## config.mk

```make
export PLATFORM = sky130hd
export DESIGN_NAME = branch_resolve_unit
export DESIGN_NICKNAME = d
export VERILOG_FILES = /design/src/rtl/brx_pkg.sv /design/src/rtl/brx_cond.sv /design/src/rtl/brx_plan.sv /design/src/rtl/brx_seq.sv /design/src/rtl/branch_resolve_unit.sv
export SDC_FILE = /design/constraint.sdc
export NUM_CORES = 1
export LEC_CHECK = 0
export BUFFER_PORTS_ARGS = -buffer_cell sky130_fd_sc_hd__buf_2
export CAP_MARGIN = 10
export CORE_MARGIN = 2
export CORE_UTILIZATION = 52
export CTS_BUF_LIST = sky130_fd_sc_hd__clkbuf_8
export CTS_CLUSTER_SIZE = 20
export DETAILED_ROUTE_END_ITERATION = 10
export PLACE_DENSITY_LB_ADDON = 0.12
export SYNTH_ARGS = -nofsm -noshare
export SYNTH_HDL_FRONTEND = slang
export SYNTH_HIERARCHICAL = 1
export SYNTH_SLANG_ARGS = --single-unit
```

## constraint.sdc

```tcl
create_clock -name clk -period 3 [get_ports clk]
set_clock_uncertainty 0.05 [all_clocks]
set_input_delay 0.15 -clock clk [delete_from_list [all_inputs] [get_ports clk]]
set_output_delay 0.15 -clock clk [all_outputs]
set_load 0.02 [all_outputs]
```

## src/rtl/brx_pkg.sv

```systemverilog
package brx_pkg;
  typedef enum logic [2:0] {
    BK_REL  = 3'd0,
    BK_ABS  = 3'd1,
    BK_HL   = 3'd2,
    BK_CALL = 3'd3,
    BK_RET  = 3'd4
  } br_kind_e;

  typedef enum logic [1:0] {
    CC_NZ = 2'd0,
    CC_Z  = 2'd1,
    CC_NC = 2'd2,
    CC_C  = 2'd3
  } cc_e;

  typedef enum logic [1:0] {
    STK_NONE = 2'd0,
    STK_PUSH = 2'd1,
    STK_POP  = 2'd2
  } stk_step_e;

  typedef enum logic [2:0] {
    SQ_IDLE   = 3'd0,
    SQ_DECIDE = 3'd1,
    SQ_PUSH   = 3'd2,
    SQ_POP    = 3'd3,
    SQ_FINISH = 3'd4
  } seq_st_e;

  localparam int unsigned COST_REL_T   = 12;
  localparam int unsigned COST_REL_N   = 8;
  localparam int unsigned COST_ABS_T   = 16;
  localparam int unsigned COST_ABS_N   = 12;
  localparam int unsigned COST_HL      = 4;
  localparam int unsigned COST_CALL_T  = 24;
  localparam int unsigned COST_CALL_N  = 12;
  localparam int unsigned COST_RET_CT  = 20;
  localparam int unsigned COST_RET_CN  = 8;
  localparam int unsigned COST_RET_U   = 16;
endpackage

```

## src/rtl/brx_cond.sv

```systemverilog
module brx_cond
  import brx_pkg::*;
(
  input  logic [1:0] cc,
  input  logic       always_in,
  input  logic       z,
  input  logic       c,
  output logic       taken
);
  always_comb begin
    if (always_in) begin
      taken = 1'b1;
    end else begin
      unique case (cc_e'(cc))
        CC_NZ:   taken = !z;
        CC_Z:    taken = z;
        CC_NC:   taken = !c;
        CC_C:    taken = c;
        default: taken = 1'b0;
      endcase
    end
  end
endmodule

```

## src/rtl/brx_plan.sv

```systemverilog
module brx_plan
  import brx_pkg::*;
#(
  parameter int AW = 16,
  parameter int OW = 8,
  parameter int CW = 5
) (
  input  logic [2:0]    kind,
  input  logic          cond_taken,
  input  logic          always_in,
  input  logic [AW-1:0] pc,
  input  logic [OW-1:0] offset,
  input  logic [AW-1:0] imm,
  input  logic [AW-1:0] hl,
  output logic [CW-1:0] cost,
  output logic [AW-1:0] new_pc,
  output logic          decide,
  output stk_step_e     step
);
  localparam int EXTW = AW - OW;

  logic [AW-1:0] rel_target;
  assign rel_target = pc + {{EXTW{offset[OW-1]}}, offset};

  always_comb begin
    cost   = CW'(COST_HL);
    new_pc = pc;
    decide = 1'b0;
    step   = STK_NONE;
    unique case (br_kind_e'(kind))
      BK_REL: begin
        cost   = cond_taken ? CW'(COST_REL_T) : CW'(COST_REL_N);
        new_pc = cond_taken ? rel_target : pc;
      end
      BK_ABS: begin
        cost   = cond_taken ? CW'(COST_ABS_T) : CW'(COST_ABS_N);
        new_pc = cond_taken ? imm : pc;
      end
      BK_HL: begin
        cost   = CW'(COST_HL);
        new_pc = hl;
      end
      BK_CALL: begin
        cost   = cond_taken ? CW'(COST_CALL_T) : CW'(COST_CALL_N);
        new_pc = cond_taken ? imm : pc;
        decide = cond_taken;
        step   = cond_taken ? STK_PUSH : STK_NONE;
      end
      BK_RET: begin
        decide = !always_in;
        step   = cond_taken ? STK_POP : STK_NONE;
        if (always_in)       cost = CW'(COST_RET_U);
        else if (cond_taken) cost = CW'(COST_RET_CT);
        else                 cost = CW'(COST_RET_CN);
      end
      default: begin
        cost   = CW'(COST_HL);
        new_pc = pc;
      end
    endcase
  end
endmodule

```

## src/rtl/brx_seq.sv

```systemverilog
module brx_seq
  import brx_pkg::*;
#(
  parameter int AW = 16,
  parameter int CW = 5
) (
  input  logic          clk,
  input  logic          rst_n,
  input  logic          start,
  input  logic [CW-1:0] plan_cost,
  input  logic [AW-1:0] plan_pc,
  input  logic          plan_decide,
  input  stk_step_e     plan_step,
  input  logic [AW-1:0] link_pc,
  input  logic          push_ack,
  input  logic          pop_ack,
  input  logic [AW-1:0] pop_data,
  output logic          idle,
  output logic          push_req,
  output logic [AW-1:0] push_data,
  output logic          pop_req,
  output logic          done,
  output logic [CW-1:0] done_cost,
  output logic [AW-1:0] done_pc
);
  seq_st_e       st;
  stk_step_e     step_q;
  logic [CW-1:0] cost_q;
  logic [AW-1:0] pc_q;
  logic [AW-1:0] link_q;

  function automatic seq_st_e after_decide(input stk_step_e s);
    unique case (s)
      STK_PUSH: after_decide = SQ_PUSH;
      STK_POP:  after_decide = SQ_POP;
      default:  after_decide = SQ_FINISH;
    endcase
  endfunction

  always_ff @(posedge clk or negedge rst_n) begin
    if (!rst_n) begin
      st     <= SQ_IDLE;
      step_q <= STK_NONE;
      cost_q <= '0;
      pc_q   <= '0;
      link_q <= '0;
    end else begin
      unique case (st)
        SQ_IDLE: if (start) begin
          cost_q <= plan_cost;
          pc_q   <= plan_pc;
          link_q <= link_pc;
          step_q <= plan_step;
          st     <= plan_decide ? SQ_DECIDE : after_decide(plan_step);
        end
        SQ_DECIDE: st <= after_decide(step_q);
        SQ_PUSH:   if (push_ack) st <= SQ_FINISH;
        SQ_POP: if (pop_ack) begin
          pc_q <= pop_data;
          st   <= SQ_FINISH;
        end
        SQ_FINISH: st <= SQ_IDLE;
        default:   st <= SQ_IDLE;
      endcase
    end
  end

  assign idle      = (st == SQ_IDLE);
  assign push_req  = (st == SQ_PUSH);
  assign pop_req   = (st == SQ_POP);
  assign done      = (st == SQ_FINISH);
  assign push_data = link_q;
  assign done_cost = cost_q;
  assign done_pc   = pc_q;

  assert_req_exclusive_R8: assert property (@(posedge clk) disable iff (!rst_n)
    !(push_req && pop_req));
  assert_push_held_R8: assert property (@(posedge clk) disable iff (!rst_n)
    push_req && !push_ack |=> push_req);
  assert_pop_held_R8: assert property (@(posedge clk) disable iff (!rst_n)
    pop_req && !pop_ack |=> pop_req);
  assert_push_to_done_R8: assert property (@(posedge clk) disable iff (!rst_n)
    push_req && push_ack |=> done);
  assert_done_single_R7: assert property (@(posedge clk) disable iff (!rst_n)
    done |=> !done);
endmodule

```

## src/rtl/branch_resolve_unit.sv

```systemverilog
module branch_resolve_unit
  import brx_pkg::*;
#(
  parameter int AW = 16,
  parameter int OW = 8,
  parameter int CW = 5
) (
  input  logic          clk,
  input  logic          rst_n,
  input  logic          cmd_valid,
  output logic          cmd_ready,
  input  logic [2:0]    cmd_kind,
  input  logic [1:0]    cmd_cc,
  input  logic          cmd_always,
  input  logic          flag_z,
  input  logic          flag_c,
  input  logic [AW-1:0] cmd_pc,
  input  logic [OW-1:0] cmd_offset,
  input  logic [AW-1:0] cmd_imm,
  input  logic [AW-1:0] cmd_hl,
  output logic          busy,
  output logic          push_req,
  output logic [AW-1:0] push_data,
  input  logic          push_ack,
  output logic          pop_req,
  input  logic          pop_ack,
  input  logic [AW-1:0] pop_data,
  output logic          done,
  output logic [CW-1:0] done_cost,
  output logic [AW-1:0] done_pc
);
  logic          cond_taken;
  logic [CW-1:0] plan_cost;
  logic [AW-1:0] plan_pc;
  logic          plan_decide;
  stk_step_e     plan_step;
  logic          seq_idle;
  logic          accept;

  brx_cond u_cond (
    .cc        (cmd_cc),
    .always_in (cmd_always),
    .z         (flag_z),
    .c         (flag_c),
    .taken     (cond_taken)
  );

  brx_plan #(.AW(AW), .OW(OW), .CW(CW)) u_plan (
    .kind       (cmd_kind),
    .cond_taken (cond_taken),
    .always_in  (cmd_always),
    .pc         (cmd_pc),
    .offset     (cmd_offset),
    .imm        (cmd_imm),
    .hl         (cmd_hl),
    .cost       (plan_cost),
    .new_pc     (plan_pc),
    .decide     (plan_decide),
    .step       (plan_step)
  );

  assign accept    = cmd_valid && seq_idle;
  assign cmd_ready = seq_idle;
  assign busy      = !seq_idle;

  brx_seq #(.AW(AW), .CW(CW)) u_seq (
    .clk         (clk),
    .rst_n       (rst_n),
    .start       (accept),
    .plan_cost   (plan_cost),
    .plan_pc     (plan_pc),
    .plan_decide (plan_decide),
    .plan_step   (plan_step),
    .link_pc     (cmd_pc),
    .push_ack    (push_ack),
    .pop_ack     (pop_ack),
    .pop_data    (pop_data),
    .idle        (seq_idle),
    .push_req    (push_req),
    .push_data   (push_data),
    .pop_req     (pop_req),
    .done        (done),
    .done_cost   (done_cost),
    .done_pc     (done_pc)
  );

  assert_accept_busy_R1: assert property (@(posedge clk) disable iff (!rst_n)
    cmd_valid && cmd_ready |=> busy);
  assert_always_taken_R6: assert property (@(posedge clk) disable iff (!rst_n)
    cmd_always |-> cond_taken);
endmodule

```

Yosys cells after proc, flatten, opt, wreduce, memory -nomap -nowiden --
Index checks and enable logic that the tools add are counted.
Storage, ports and cells: input bits 85, logic and storage cells 62, register bits 42, output and inout bits 42
Operators by class: reductions and logical operators 13, eq/ne operators 18, add/subtract/negate cells 1, multiplexer cells 25
Operator list (count):
- 2-to-1 mux 16 bit | 4
- one-hot mux 16 bit (3 select lines) | 1
- one-hot mux 16 bit (2 select lines) | 1
- 2-to-1 mux 5 bit | 4
- one-hot mux 5 bit (4 select lines) | 1
- adder 16 bit | 1
- 2-to-1 mux 3 bit | 5
- == test 3 x 2 -> 1 bit (second input constant) | 4
- one-hot mux 3 bit (2 select lines) | 2
- one-hot mux 3 bit (4 select lines) | 1
- == test 2 bit (second input constant) | 4
- == test 2 x 1 -> 1 bit (second input constant) | 3
- == test 3 x 1 -> 1 bit (second input constant) | 2
- == test 3 bit (second input constant) | 2
- logical NOT 3 bit | 2
- != test 2 x 1 -> 1 bit (second input constant) | 3
- AND reduction 3 bit | 2
- logical NOT 1 bit | 4
- one-hot mux 1 bit (4 select lines) | 1
- one-hot mux 2 bit (2 select lines) | 1
- logical NOT 2 bit | 1
- 2-to-1 mux 1 bit | 2
- 2-to-1 mux 2 bit | 1
- one-hot mux 1 bit (2 select lines) | 1
- other kinds (4) | 4

Longest topological paths before layout --
depth after elaboration 10, mapped depth 11, gate-level depth less buffers 10

By module --
Netlist, hierarchy kept.
By module, submodules not included:
- brx_seq | cells an instance 131, instances 1, seq. area each 1051.0 um2, area an instance 2000.7 um2
- brx_plan | cells an instance 207, instances 1, seq. area each 0.0 um2, area an instance 1383.8 um2
- brx_cond | cells an instance 4, instances 1, seq. area each 0.0 um2, area an instance 30.0 um2
- branch_resolve_unit | cells an instance 2, instances 1, seq. area each 0.0 um2, area an instance 10.0 um2

Worst setup path after synthesis --
No wires, ideal clock.
kind in2reg, start in cmd_offset[0], end reg u_seq.pc_q[12] (netlist: u_seq/done_pc[12]), buffers on the path 0, setup time 0.125 ns, stages 10, data arrival time 2.451 ns, required time 2.825 ns, slack 0.374 ns, cells stage by stage ha_1 > fa_1 > a211oi_1 > o21ai_0 > nand3_1 > a21boi_0 > or3_1 > a31o_2 > mux2_2 > mux2_4
On the way: word-level cells in the longest chain between the ends 5
Ends and longest elaborated chain:
- start: declaration | RTL line branch_resolve_unit.sv:18 | input logic [OW-1:0] cmd_offset,
- adder 16 bit | RTL line brx_plan.sv:23 | assign rel_target = pc + {{EXTW{offset[OW-1]}}, offset};
- 2-to-1 mux 16 bit | RTL line brx_plan.sv:33 | new_pc = cond_taken ? rel_target : pc;
- one-hot mux 16 bit (3 select lines) | RTL line brx_plan.sv:30 | unique case (br_kind_e'(kind))
- net plan_pc[12] | RTL line branch_resolve_unit.sv:34 | logic [AW-1:0] plan_pc;
- 2-to-1 mux 16 bit | RTL line brx_seq.sv:49 | SQ_IDLE: if (start) begin
- one-hot mux 16 bit (2 select lines) | RTL line brx_seq.sv:48 | unique case (st)
- end signal: assignment | RTL line brx_seq.sv:51 | pc_q <= plan_pc;
- end signal: assignment | RTL line brx_seq.sv:59 | pc_q <= pop_data;
- end: declaration | RTL line brx_seq.sv:29 | logic [AW-1:0] pc_q;
The timed path passes the listed nets, and every way through them passes these cells. The select of a mux whose other input is x is not followed. A chain may end at the register's enable or synchronous reset.

Final worst setup path --
start in cmd_offset[0], end reg u_seq.pc_q[10] (netlist: u_seq/done_pc[10])
Same word-level chain as after synthesis.

==> summary.txt <==
Status
  – Status: finished, final reports clean

Critical path
  – CP arrival: 2.83 ns
  – Critical path required time: 3.15 ns
  – Critical path peak fanout: 3
  – Setup CP Type: in2reg
  – Crit path capture type: flip-flop
  – Reg2Reg Depth: 6
  – Critical Path Start Type: input port

Logic synthesis
  – EDFF count, synth: 0
  – Register area share after synthesis: 0.3069
  – Mean Syn Cell Area: 9.955 µm²
  – Synth async-reset ratio: 1.000
  – Register bit total from synthesis: 42
  – Ys flop type: dfrtp_1
  – Synth top area share: 0.3069
  – Synth area leader: dfrtp_1
  – Synth warn: 6
  – Synth area leaders: dfrtp_1 31%, mux2_2 15%, ha_1 6.2%
  – Mapped Cells: 344
  – Netlist Area Pre-Place: 3425 µm²
  – Netlist cell types: 64
  – Top post-synthesis cells by count: 46 x mux2_2, 42 x dfrtp_1, 24 x o21ai_0, 23 x nand2_1, 18 x a21oi_1
  – Most common cell in the netlist: mux2_2

Global route
  – Initial antenna violation count: 0
  – Tot GR Track Use: 0.2641
  – Largest net degree at the start of global routing: 43
  – Overflow after GRT: 0
  – First-pass GRT wire length: 15280 µm
  – Vias in the first global route: 3213

CTS
  – Post CTS Setup Buffer Count: 0
  – Root Driver: clkbuf_8
  – Hold buffer count at cts: 1
  – Clock latency on the worst-skew pair: 0.30 ns
  – CTS Buf Count: 5
  – TritonCTS clock tree: built
  – Clock Tree Buf Depth: 2
  – Clk slew on worst S/H paths: 0.09 ns
  – Post-cts resize count: 0
  – Htree depth: 2
  – CTS Sinks: 42

Floorplan
  – Starting Density: 0.5393
  – Row Count: 29
  – Die area: 7251 µm²
  – I/O pins: 127
  – Core ar.: 6350 µm²
  – Die H: 85.15 µm
  – Die width: 85.15 µm

Place
  – IO Port Bufs: 126
  – Hpwl dp: 7101 µm
  – Routability congestion estimate: 0.9132
  – Placed Instance Area: 4096 µm²
  – Post-place setup slack: 0.06604 ns

Routing
  – Routed Antenna Nets: 0
  – Avg Vias per Cell: 5.766
  – DRC: 0
  – DRT iter0 DRCs: 157
  – Wire per inst: 17.30 µm
  – DR pass1 iterations: 4
  – Routed Wire Length: 9394 µm
  – Vias: 3131

Timing
  – Minimum clock period: 2.683 ns
  – Setup TNS: 0 ns
  – Least-Margin Pin Slew: 0.9718 ns
  – Fmax: 372.7 MHz
  – Final Hold Viols: 0
  – RSZ-0062 raised after global routing: false
  – Final WS setup: 0.3171 ns
  – Fin crit share: 0.8943
  – Pins over their slew limit: 0
  – Slew HR: 0.3522
  – Setup-failing EPs final: 0

Power and ir drop
  – Maximum vdd ir drop: 0.0005593 V
  – Total power: 3.351 mW
  – Cell leakage power: 2.055 nW
  – Cell Pwr Density: 794.4 nW/µm²

Layout
  – Final Util: 0.6644
  – Filler instances: 547
  – Antenna diodes: 0
  – Synthesis-to-layout area growth: 23.20%
  – Share of cells above drive strength 1: 0.4506
  – Final instance area: 4219 µm²
  – Nets: 569

Min path
  – Hold Path Class: in2reg
  – Hold depth: 2

Run
  – Max_cap viols: 0
[area by class of cell]
type / count / area (µm²) / area share
clock inverter: 1 / 30.03 / 0.007117
multi-input combinational: 275 / 2216 / 0.5252
clock buffer: 6 / 82.58 / 0.01957
timing repair buffer: 136 / 720.7 / 0.1708
inverter: 6 / 22.52 / 0.005338
tap: 77 / 96.34 / 0.02284
sequential: 42 / 1051 / 0.2491
[power by group]
group          internal (mW)  switching [mW]
Sequential             0.851           0.163
Combinational          0.890           0.975
Clock                  0.267           0.206
Total                   2.01            1.34
[worst paths after layout]
kind,from,to,slack [ns]
worst max-delay path,cmd_offset[0],u_seq/done_pc[10]$_DFFE_PN0P_,0.32
worst min-delay path,pop_ack,u_seq/st[0]$_DFFE_PN0P_,0.05
worst max register to register,u_seq/st[1]$_DFFE_PN0P_,u_seq/done_pc[13]$_DFFE_PN0P_,0.49
worst min register to register,u_seq/push_data[1]$_DFFE_PN0P_,u_seq/push_data[1]$_DFFE_PN0P_,0.46
max in group asynchronous,rst_n,u_seq/push_data[3]$_DFFE_PN0P_,1.80
min in group asynchronous,rst_n,u_seq/push_data[10]$_DFFE_PN0P_,0.48
[per-stage QoR]
stage / hold slack, ns / std cells
2_1_floorplan: -0.1956 / 345
3_5_place_dp: 0.3020 / 535
6_report: 0.04893 / 543
4_1_cts: 0.04389 / 543
5_1_grt: 0.05639 / 543
3_3_place_gp: 0.3046 / 535
[placed cells by master, fill, tap and decap left out, types with 5 or more instances in the layout]
cell      instances
inv_1             6
buf_2           126
buf_4             8
o21ai_0          24
clkbuf_8          6
xor2_1            6
mux2_2           46
a21o_1            5
xnor2_1           5
nor2_1           17
ha_1             17
nand2b_1          5
and3_1            6
o221ai_1          6
nand2_1          23
mux2_4           11
a21oi_1          18
dfrtp_1          42
a22oi_1          15
and2_1            5
[metal layers]
metal  wire length (µm)  global-route usage  up-vias
met5                  0                   0        -
met4                111             0.08081        0
met3                672             0.04767        9
met2               4587              0.4609      116
met1               4022              0.3321     1477
li1                   -                   -     1529
[state kept, by name, summed over array words and instances (netlist names)]
name             flops
u_seq/done_pc       16
u_seq/push_data     16
u_seq/done_cost      5
u_seq/st             3
u_seq/step_q         2
[worst max-delay path, cell delays in order]
cell      delay, ns
buf_2          0.10
ha_1           0.24
fa_1           0.44
a211oi_1       0.37
o21ai_0        0.23
a21boi_0       0.33
o21ai_0        0.16
xnor2_1        0.15
o221ai_1       0.12
mux2_2         0.28
mux2_4         0.25
[cells by family (layout without fill, tap and decap cells)]
kind of cell / Yosys count / after routing / synth area share
AO/OA/AOI/OAI: 105 / 105 / 0.2123
adder cells (fa/ha/maj): 18 / 18 / 0.06796
buffers and inverters: 28 / 149 / 0.04713
other: 1 / 2 / 0.001095
XOR/XNOR: 11 / 11 / 0.02813
AND/OR/NAND/NOR: 78 / 78 / 0.1206
flip-flops: 42 / 42 / 0.3069
multiplexers: 61 / 61 / 0.2159
Note: power is estimated with default switching activity, not from simulation.
